File: src/rtl/wake_pkg.sv
package wake_pkg;

    typedef enum logic [1:0] {
        RUN_STOPPED   = 2'd0,
        RUN_CHECKSTOP = 2'd1,
        RUN_OPERATING = 2'd2,
        RUN_LOAD      = 2'd3
    } run_state_e;

    // event class vector and per-CPU enable vector share this layout
    typedef struct packed {
        logic mchk;
        logic io;
        logic svc;
    } class_vec_t;

    localparam int CLASS_W = $bits(class_vec_t);
    localparam int STATE_W = $bits(run_state_e);

    function automatic logic state_eligible(run_state_e st);
        return (st == RUN_OPERATING) || (st == RUN_LOAD);
    endfunction

endpackage

File: src/rtl/wake_class_sel.sv
module wake_class_sel
    import wake_pkg::*;
(
    input  class_vec_t event_i,
    output class_vec_t need_o    // enable a halted CPU must have; zero = none
);
    always_comb begin
        need_o = '0;
        if (event_i.svc)       need_o.svc  = 1'b1;
        else if (event_i.io)   need_o.io   = 1'b1;
        else if (event_i.mchk) need_o.mchk = 1'b1;
    end
endmodule

File: src/rtl/wake_lane.sv
module wake_lane
    import wake_pkg::*;
(
    input  logic       clk,
    input  logic       rst,
    input  logic       notify_i,
    input  class_vec_t need_i,
    input  run_state_e state_i,
    input  logic       halted_i,
    input  class_vec_t enable_i,
    input  logic       ack_i,
    output logic       hard_req_o,
    output logic       kick_o
);
    logic eligible;
    logic halted_ok;
    logic kick_d;

    always_comb begin
        eligible  = state_eligible(state_i);
        halted_ok = (need_i == '0) || ((need_i & enable_i) != '0);
        kick_d    = notify_i && eligible && (!halted_i || halted_ok);
    end

    always_ff @(posedge clk) begin
        if (rst) begin
            hard_req_o <= 1'b0;
            kick_o     <= 1'b0;
        end else begin
            kick_o <= kick_d;
            if (notify_i)   hard_req_o <= 1'b1;
            else if (ack_i) hard_req_o <= 1'b0;
        end
    end

    assert_req_all_R1: assert property (@(posedge clk) disable iff (rst)
        notify_i |=> hard_req_o);
    assert_ineligible_R2: assert property (@(posedge clk) disable iff (rst)
        (notify_i && (state_i == RUN_STOPPED || state_i == RUN_CHECKSTOP)) |=> !kick_o);
    assert_running_R3: assert property (@(posedge clk) disable iff (rst)
        (notify_i && (state_i == RUN_OPERATING || state_i == RUN_LOAD) && !halted_i) |=> kick_o);
    assert_kick_cause_R8: assert property (@(posedge clk) disable iff (rst)
        !notify_i |=> !kick_o);
    assert_ack_clear_R9: assert property (@(posedge clk) disable iff (rst)
        (ack_i && !notify_i) |=> !hard_req_o);
    assert_req_hold_R9: assert property (@(posedge clk) disable iff (rst)
        (hard_req_o && !ack_i) |=> hard_req_o);
endmodule

File: src/rtl/wake_notifier.sv
module wake_notifier
    import wake_pkg::*;
#(
    parameter int N = 4
) (
    input  logic                 clk,
    input  logic                 rst,
    input  logic                 notify_i,
    input  logic [CLASS_W-1:0]   event_i,
    input  logic [STATE_W*N-1:0] run_state_i,
    input  logic [N-1:0]         halted_i,
    input  logic [CLASS_W*N-1:0] enable_i,
    input  logic [N-1:0]         ack_i,
    output logic [N-1:0]         hard_req_o,
    output logic [N-1:0]         kick_o
);
    class_vec_t need;

    wake_class_sel u_sel (
        .event_i (class_vec_t'(event_i)),
        .need_o  (need)
    );

    for (genvar k = 0; k < N; k++) begin : g_lane
        wake_lane u_lane (
            .clk        (clk),
            .rst        (rst),
            .notify_i   (notify_i),
            .need_i     (need),
            .state_i    (run_state_e'(run_state_i[STATE_W*k +: STATE_W])),
            .halted_i   (halted_i[k]),
            .enable_i   (class_vec_t'(enable_i[CLASS_W*k +: CLASS_W])),
            .ack_i      (ack_i[k]),
            .hard_req_o (hard_req_o[k]),
            .kick_o     (kick_o[k])
        );
    end

    assert_reset_R10: assert property (@(posedge clk)
        rst |=> (hard_req_o == '0 && kick_o == '0));
endmodule

File: config.mk
export PLATFORM = sky130hd
export DESIGN_NAME = wake_notifier
export DESIGN_NICKNAME = d
export VERILOG_FILES = /design/src/rtl/wake_pkg.sv /design/src/rtl/wake_class_sel.sv /design/src/rtl/wake_lane.sv /design/src/rtl/wake_notifier.sv
export SDC_FILE = /design/constraint.sdc
export NUM_CORES = 1
export LEC_CHECK = 0
export ABC_CLOCK_PERIOD_IN_PS = 800
export BUFFER_PORTS_ARGS = -buffer_cell sky130_fd_sc_hd__buf_2
export CORE_AREA = 2 2 39 41
export CTS_CLUSTER_DIAMETER = 150
export CTS_CLUSTER_SIZE = 24
export DETAILED_ROUTE_END_ITERATION = 12
export DIE_AREA = 0 0 41 43
export MAX_ROUTING_LAYER = met4
export PLACE_DENSITY = 0.71
export SYNTH_ARGS = -nofsm -noshare
export SYNTH_HDL_FRONTEND = slang
export SYNTH_SLANG_ARGS = --single-unit
File: constraint.sdc
create_clock -name clk -period 0.8 [get_ports clk]
set_input_delay 0.04 -clock clk [delete_from_list [all_inputs] [get_ports clk]]
set_output_delay 0.04 -clock clk [all_outputs]
set_load 0.01 [all_outputs]
* After elaboration in Yosys (flattened, before gate mapping)
Cells that the tools add are included.
Word-level totals: logic and storage cells 66, bits of input ports 34, output and inout port bits 8, register bits 8
Operators by class: equal/unequal tests 8, muxes and demuxes 13, reductions and logical operators 33, bitwise operators 4
Operator list (count):
- $eq 2x2->1 const B | 8
- $and 3x3->3 | 4
- $logic_or 1x1->1 | 12
- $mux 1 | 12
- $reduce_bool 3->1 | 4
- $logic_and 1x1->1 | 8
- $reduce_bool 2->1 | 4
- $logic_not 1->1 | 4
- $logic_not 3->1 | 1
- $mux 2 | 1

* Depth between registers and ports, before layout
Gate-level depths: netlist of run 1.
word-level depth 8, mapped depth 3, mapped depth without buffers 3

* By module
A second synthesis of run 1 with hierarchy kept.
Unflattened totals: cell total of the unflattened synthesis 43, area total of the unflattened synthesis 366.6 µm²
By module, submodules not included:
- wake_lane | sequential area each 40.0 µm², times used 4, area each 85.1 µm², cells each 10
- wake_class_sel | sequential area each 0.0 µm², times used 1, area each 26.3 µm², cells each 3

* Worst setup path after synthesis of run 1
No wires, ideal clock.
path kind reg2reg, start point reg, netlist name g_lane[0].u_lane.hard_req_o, end point reg g_lane[0].u_lane.hard_req_o, period minus slack after synthesis 0.547 ns, required time 0.686 ns, setup slack 0.253 ns, path buffers 0, stages on the path, launching flop included 3, library setup time 0.114 ns, arrival 0.433 ns, cells stage by stage dfxtp_1 > a21oi_1 > nor2_1
RTL lines:
- to (signal assigned) | RTL line wake_lane.sv:27 | hard_req_o <= 1'b0;
- to (signal assigned) | RTL line wake_lane.sv:31 | if (notify_i) hard_req_o <= 1'b1;
- to (signal assigned) | RTL line wake_lane.sv:32 | else if (ack_i) hard_req_o <= 1'b0;
- to (decl) | RTL line wake_lane.sv:12 | output logic hard_req_o,

* Final worst setup path of run 1
start point reg g_lane[3].u_lane.hard_req_o, end point out hard_req_o[3]
RTL lines:
- from (decl) | RTL line wake_lane.sv:12
- from (signal assigned) | RTL line wake_lane.sv:27
- from (signal assigned) | RTL line wake_lane.sv:31
- from (signal assigned) | RTL line wake_lane.sv:32
- to (decl) | RTL line wake_notifier.sv:14 | output logic [N-1:0] hard_req_o,
No word-level cell between the ends.

==> metrics, run 1 <==
number of synthesized flops with an enable pin=0; most instantiated cells after synthesis=buf_4 (8), dfxtp_1 (8); placed insts=96; area of the core=0.001384 sq mm; WP buf/inv=1; Total GRT Usage=13.20%; Worst setup EP type=output port; initial antenna violation count=0; VDD IR max=0.5290 mV; reg-to-reg startpoint=g_lane[0].u_lane.hard_req_o$_SDFFE_PP0P_; Top delay family on crit path=flip-flops; leakage power=about 0.34 nW; GRT overflow=0; Finished Cell Area=634.4 sq um; First-pass DRT Iterations=4; startpoint types=register; post-DR wirelength/cell=9.423 um; crit-path max cell delay=~0.32 ns; CTS Buffer Depth=2; DP Worst Slack=0.07980 ns; DR vias/cell=4.490; Yosys top cell area share=39.14%; RR Endpoint=g_lane[0].u_lane.hard_req_o$_SDFFE_PP0P_; Detail Placement HPWL=around 800 um; Routed Wire Length=980 um; Vias=467; setup TNS=0 ns; root buf cell=clkbuf_4; min cycle time layout=0.7280 ns; sequential power share=46.7%; later-pin clock latency in the skew report=0.24 ns; Yosys cell types=12; Crit Path Max Fanout=2; non-filler cells, final=104; worst-path cell chain=buf_2; Die H=43 um; H-tree levels=1; ratio of cells with drive above 1 in the final layout=47.73%; Final Hold Slack=approximately 0.0066 ns; Residual DRC=0; Comb pwr share=21.4%; Area Growth Syn to Fin=55.05%; asr flop ratio synth=0%; crit path DAT=0.69 ns; RSZ-0062 raised after global routing=false; R2R setup slack=0.22 ns; row count=14; hold path cells=2; first-pass GRT wire length=1559 um; post-synthesis sequential area ratio=39.14%; Synth Register Bits=8; Final Hold Vio Count=0; relative slew slack=87.82%; P_sw=~0.21 mW; Worst Tran Pin Value=approximately 0.18 ns; Main synth FF type=dfxtp_1; Hold/Removal Path Class=primary input to register; CTS Buf Count=3; Iter 0 DRT Violations=1; Die X=41 um; # fillers=142; Int Pwr=0.7054 mW; post-route ant nets=0; Clk network pwr share=31.9%; Buffers on Ports=37; f_max=1374 MHz; CTS Sinks=8; Final Net Count=124; largest net degree at the start of global routing=10; starting density of the core=29.57%; CTS resizes=0; Tcrit/Tclk final=between 90% and 100%; reg2reg path depth=2; min-delay src=rst; setup-violating endpoint count in the final report=0; Synth area leader=dfxtp_1; Setup crit start=g_lane[3].u_lane.hard_req_o$_SDFFE_PP0P_; Setup WS post-layout=around 0.072 ns; io pins=42; GPL Wtd Cong=0.6449; Die ar.=roughly 0.0018 sq mm; Synth Net Count=84; pwr dens=1442 mW/mm^2; Diodes inserted=0; switching part of the total=a little under a quarter; slowest CP cell=dfxtp_1; Mean Syn Cell Area=roughly 8.2 sq um; CTS tree=built; setup bufs post-CTS=0; Setup CP Type=register to output port; Hold Path Sink=g_lane[0].u_lane.hard_req_o$_SDFFE_PP0P_; main area contributors after synthesis=dfxtp_1 (39%), buf_4 (15%), a22oi_1 (7.3%), nand3b_1 (7.3%), a31oi_1 (6.1%); worst endpoint required time=0.76 ns; Yosys Warn Count=0; run status=completed; max cap viols=0; number of global-route vias before repair=396; Worst-path clk slew=0.05 ns; dpl cell area=561.8 sq um; # hold bufs at CTS=4; Mapped Area=409.1 sq um; Gate Count Post-Synth=50; Final Skew=0 ns; final slew viol count=0
## layer usage
metal  global-route usage [%]  up-vias  share of wire (%)
li1                         -      242                  -
met1                    15.21      190                 40
met2                    19.38       35                 45
met3                    3.665        0                 15
met4                    8.000        0                  0
met5                        -        -                  0
## registers in the layout (all words and copies together) (netlist names)
| signal | cells |
|---|---|
| g_lane.u_lane.kick_o | 4 |
| g_lane.u_lane.hard_req_o | 4 |
## layout by cell type, fill, tap and decap left out
cell	count
a22oi_1	4
nand3b_1	4
nand2b_1	4
nor2_2	1
nand2_1	4
a31oi_1	4
nor2_1	4
a21oi_1	4
and2b_1	1
buf_2	37
buf_4	1
inv_1	4
dlygate4sd3_1	5
dfxtp_1	8
clkbuf_4	3
## power groups by stage
| stage | clock network, mW | logic (mW) | registers, mW |
|---|---|---|---|
| 6_report | 0.292 | 0.196 | 0.427 |
| 5_1_grt | 0.347 | 0.221 | 0.429 |
| 4_1_cts | 0.311 | 0.193 | 0.427 |
| 3_5_place_dp | 0 | 0.178 | 0.435 |
| 3_3_place_gp | 0 | 0.175 | 0.435 |
| 2_1_floorplan | 0 | 0.0936 | 0.435 |
## worst max-delay path by stage
stage / end / slack, ns / cells past startpoint
floorplan: g_lane[0].u_lane.hard_req_o$_SDFFE_PP0P_ / 0.25 / 2
global placement: g_lane[3].u_lane.kick_o$_SDFF_PP0_ / 0.08 / 4
detailed placement: g_lane[0].u_lane.kick_o$_SDFF_PP0_ / 0.08 / 4
CTS: hard_req_o[3] / 0.05 / 1
global route: hard_req_o[2] / 0.005 / 1
finish: hard_req_o[3] / 0.07 / 1
## final cells by class
cell class | count | area [sq um] | share of cell area, %
inverter | 4 | 15.01 | 2.367
sequential | 8 | 160.2 | 25.25
multi-input combinational | 30 | 173.9 | 27.42
tap | 16 | 20.02 | 3.156
clock buffer | 3 | 22.52 | 3.550
timing repair buffer | 43 | 242.7 | 38.26
## through the flow
stage / util (%) / total power [mW]
after floorplan: - / 0.5283
after global placement: 40.60 / 0.6095
after detailed placement: 40.60 / 0.6133
after CTS: 45.12 / 0.9308
after global routing: 45.84 / 0.9964
final: 45.84 / 0.9145
## cells by family (layout without fill, tap and decap cells)
group | count (synthesis) | count (layout) | synth area share, %
DFF | 8 | 8 | 39.14
AOI/OAI and AO/OA | 12 | 12 | 18.35
and+or+nand+nor | 18 | 18 | 24.16
buffers and inverters | 12 | 50 | 18.35
No activity file was read; power rests on OpenSTA's default activity.
==> inputs of run 2 (changes only) <==
--- a/config.mk
+++ b/config.mk
@@ -5,15 +5,15 @@
 export SDC_FILE = /design/constraint.sdc
 export NUM_CORES = 1
 export LEC_CHECK = 0
+export ABC_AREA = 1
 export ABC_CLOCK_PERIOD_IN_PS = 800
 export BUFFER_PORTS_ARGS = -buffer_cell sky130_fd_sc_hd__buf_2
-export CORE_AREA = 2 2 39 41
+export CORE_UTILIZATION = 33
 export CTS_CLUSTER_DIAMETER = 150
 export CTS_CLUSTER_SIZE = 24
 export DETAILED_ROUTE_END_ITERATION = 12
-export DIE_AREA = 0 0 41 43
 export MAX_ROUTING_LAYER = met4
-export PLACE_DENSITY = 0.71
+export PLACE_DENSITY = 0.73
 export SYNTH_ARGS = -nofsm -noshare
 export SYNTH_HDL_FRONTEND = slang
 export SYNTH_SLANG_ARGS = --single-unit
==> metrics, run 2 <==
run status=completed; Routed Wire Length=1042 um (+6.3%); number of global-route vias before repair=426 (+7.6%); io pins=42 (unchanged); area of the core=0.001285 sq mm (-7.1%); CTS Sinks=8 (unchanged); Die H=39.15 um (-9.0%); top-count cell post-synth=inv_1; Main synth FF type=dfxtp_1; most frequent cells in the layout=buf_2 (37), inv_1 (20), nand2_1 (15); Yosys cell types=9 (-3); Yosys top cell area share=35.16% (-4.0 points); worst endpoint required time=0.97 ns (+0.21 ns); main area contributors after synthesis=dfxtp_1 (35%), inv_1 (16%), buf_4 (13%), nand2_1 (12%), nand3_1 (8.8%); CTS tree=built; root buf cell=clkbuf_4; Tcrit/Tclk final=95.69% (+4.7 points); Yosys Warn Count=0 (unchanged); crit path DAT=0.93 ns (+0.24 ns); Mapped Area=455.4 sq um (+11%); largest net degree at the start of global routing=9 (-1); Diodes inserted=0 (unchanged); post-synthesis sequential area ratio=35.16% (-4.0 points); CTS Buf Count=3 (unchanged); starting density of the core=35.44% (+5.9 points); Total GRT Usage=15.40% (+2.2 points); Setup CP Type=primary input to register; Area Growth Syn to Fin=47.53%; post-route ant nets=0 (unchanged); leakage power=0.4336 nW (+28%); Residual DRC=0 (unchanged); GPL Wtd Cong=0.7811 (+21%); setup TNS=0 ns (unchanged); Worst Tran Pin Value=0.2478 ns (+0.06526 ns); Regs by FF count=g_lane.u_lane.hard_req_o: 4 flops, g_lane.u_lane.kick_o: 4 flops; Worst setup EP type=register; VDD IR max=0.7424 mV (+40%); commonest non-fill, non-tap cell in the layout=buf_2; max cap viols=0 (unchanged); Worst-path clk slew=0.05 ns (about the same); final slew viol count=0 (unchanged); Crit Path Max Fanout=2 (unchanged); Synth Register Bits=8 (unchanged); DR vias/cell=4.177 (-7.0%); Gate Count Post-Synth=72 (+44%); Detail Placement HPWL=790 um (+1.1%); Hold/Removal Path Class=primary input to register; setup-violating endpoint count in the final report=0 (unchanged); # fillers=134 (-5.6%); First-pass DRT Iterations=4 (unchanged); Mean Syn Cell Area=6.326 sq um (-23%); min cycle time layout=0.7655 ns (+0.03754 ns); Vias=518 (+11%); GRT overflow=0 (unchanged); row count=13 (-1); Synth area leader=dfxtp_1; initial antenna violation count=0 (unchanged); RSZ-0062 raised after global routing=false; ratio of cells with drive above 1 in the final layout=36.70% (-11 points); Final Hold Vio Count=0 (unchanged); H-tree levels=1 (unchanged); Buffers on Ports=37 (unchanged); number of synthesized flops with an enable pin=0 (unchanged); pwr dens=1395 mW/mm^2 (-3.3%); Top delay family on crit path=buffers and inverters; post-DR wirelength/cell=8.403 um (-11%); startpoint types=primary input; Die X=39.15 um (-4.5%); most instantiated cells after synthesis=inv_1 (20), nand2_1 (15), buf_4 (8), dfxtp_1 (8), nand3_1 (8); CTS resizes=0 (unchanged); Die ar.=0.001533 sq mm (-13%); dpl cell area=599.3 sq um (+6.7%); Synth Net Count=106 (+26%); asr flop ratio synth=0% (unchanged); later-pin clock latency in the skew report=0.25 ns (about the same); f_max=1306 MHz (-4.9%); CTS Buffer Depth=2 (unchanged); WP buf/inv=2 (+1); crit-path max cell delay=0.57 ns (+0.25 ns); slowest CP cell=dlygate4sd3_1; Final Skew=0 ns (unchanged); Final Net Count=145 (+17%); worst-path cell chain=buf_2, dlygate4sd3_1, o31ai_1; setup bufs post-CTS=0 (unchanged); relative slew slack=83.44% (-4.4 points); Iter 0 DRT Violations=8 (+7); Finished Cell Area=671.9 sq um (+5.9%); first-pass GRT wire length=1531 um (-1.8%)
## run 2: routing by layer
metal  share of wire (%)  vias to the layer above  GRT usage [%]
met5                   0                        -              -
met4                 1.5                        0          7.759
met3                 5.3                        2          5.202
met2                  55                       20          27.08
met1                  38                      215          14.88
li1                    -                      281              -
## run 2: cells by family (layout without fill, tap and decap cells)
logic type | Yosys count | after routing | synth area share (%)
AO/OA/AOI/OAI | 8 | 8 | 9.889
AND/OR/NAND/NOR | 28 | 28 | 25.27
buffers and inverters | 28 | 65 | 29.67
flip-flops | 8 | 8 | 35.16
## run 2: path summary, 6_finish.rpt
kind,from,to,slack [ns],cells past startpoint
min,run_state_i[5],g_lane[2].u_lane.kick_o$_SDFF_PP0_,0.08,5
max,rst,g_lane[0].u_lane.hard_req_o$_SDFFE_PP0P_,0.03,3
max reg2reg,g_lane[3].u_lane.hard_req_o$_SDFFE_PP0P_,g_lane[3].u_lane.hard_req_o$_SDFFE_PP0P_,0.15,2
min reg2reg,g_lane[0].u_lane.hard_req_o$_SDFFE_PP0P_,g_lane[0].u_lane.hard_req_o$_SDFFE_PP0P_,0.45,2
## run 2: timing repair
action / 4_1_cts / 5_1_grt
endpoints found under the hold margin: 4 / 0
endpoints found under the setup margin: 0 / 1
hold buffers: 5 / 0
## run 2: tightest hold or removal path: stages
cell	delay (ns)
buf_2	0.09
inv_1	0.04
nor2_1	0.03
nand2_1	0.05
inv_1	0.03
## run 2: layout make-up
type | count | area, sq um | area share (%)
flip-flops and latches | 8 | 160.2 | 23.84
inverters | 20 | 75.07 | 11.17
repair buffers | 42 | 235.2 | 35.01
well taps | 15 | 18.77 | 2.793
multi-input cells | 36 | 160.2 | 23.84
clock buffers | 3 | 22.52 | 3.352
## run 2: metrics by stage
step                util [%]  setup slack [ns]  power, mW  hold WS, ns  std cells
CTS                    52.29           0.04656     0.9522      0.07612        124
global placement       46.64            0.1112     0.6211       0.2262        116
global route           52.29           0.01449     0.9980      0.09935        124
floorplan                  -            0.2236     0.5476       0.1398         72
detailed placement     46.64           0.09260     0.6267       0.2312        116
finish                 52.29           0.03448     0.9371      0.08242        124
## run 2: power by group
part,total [mW],internal [mW],switching (mW)
Sequential,0.431,0.422,0.00853
Combinational,0.207,0.111,0.0955
Clock,0.300,0.171,0.128
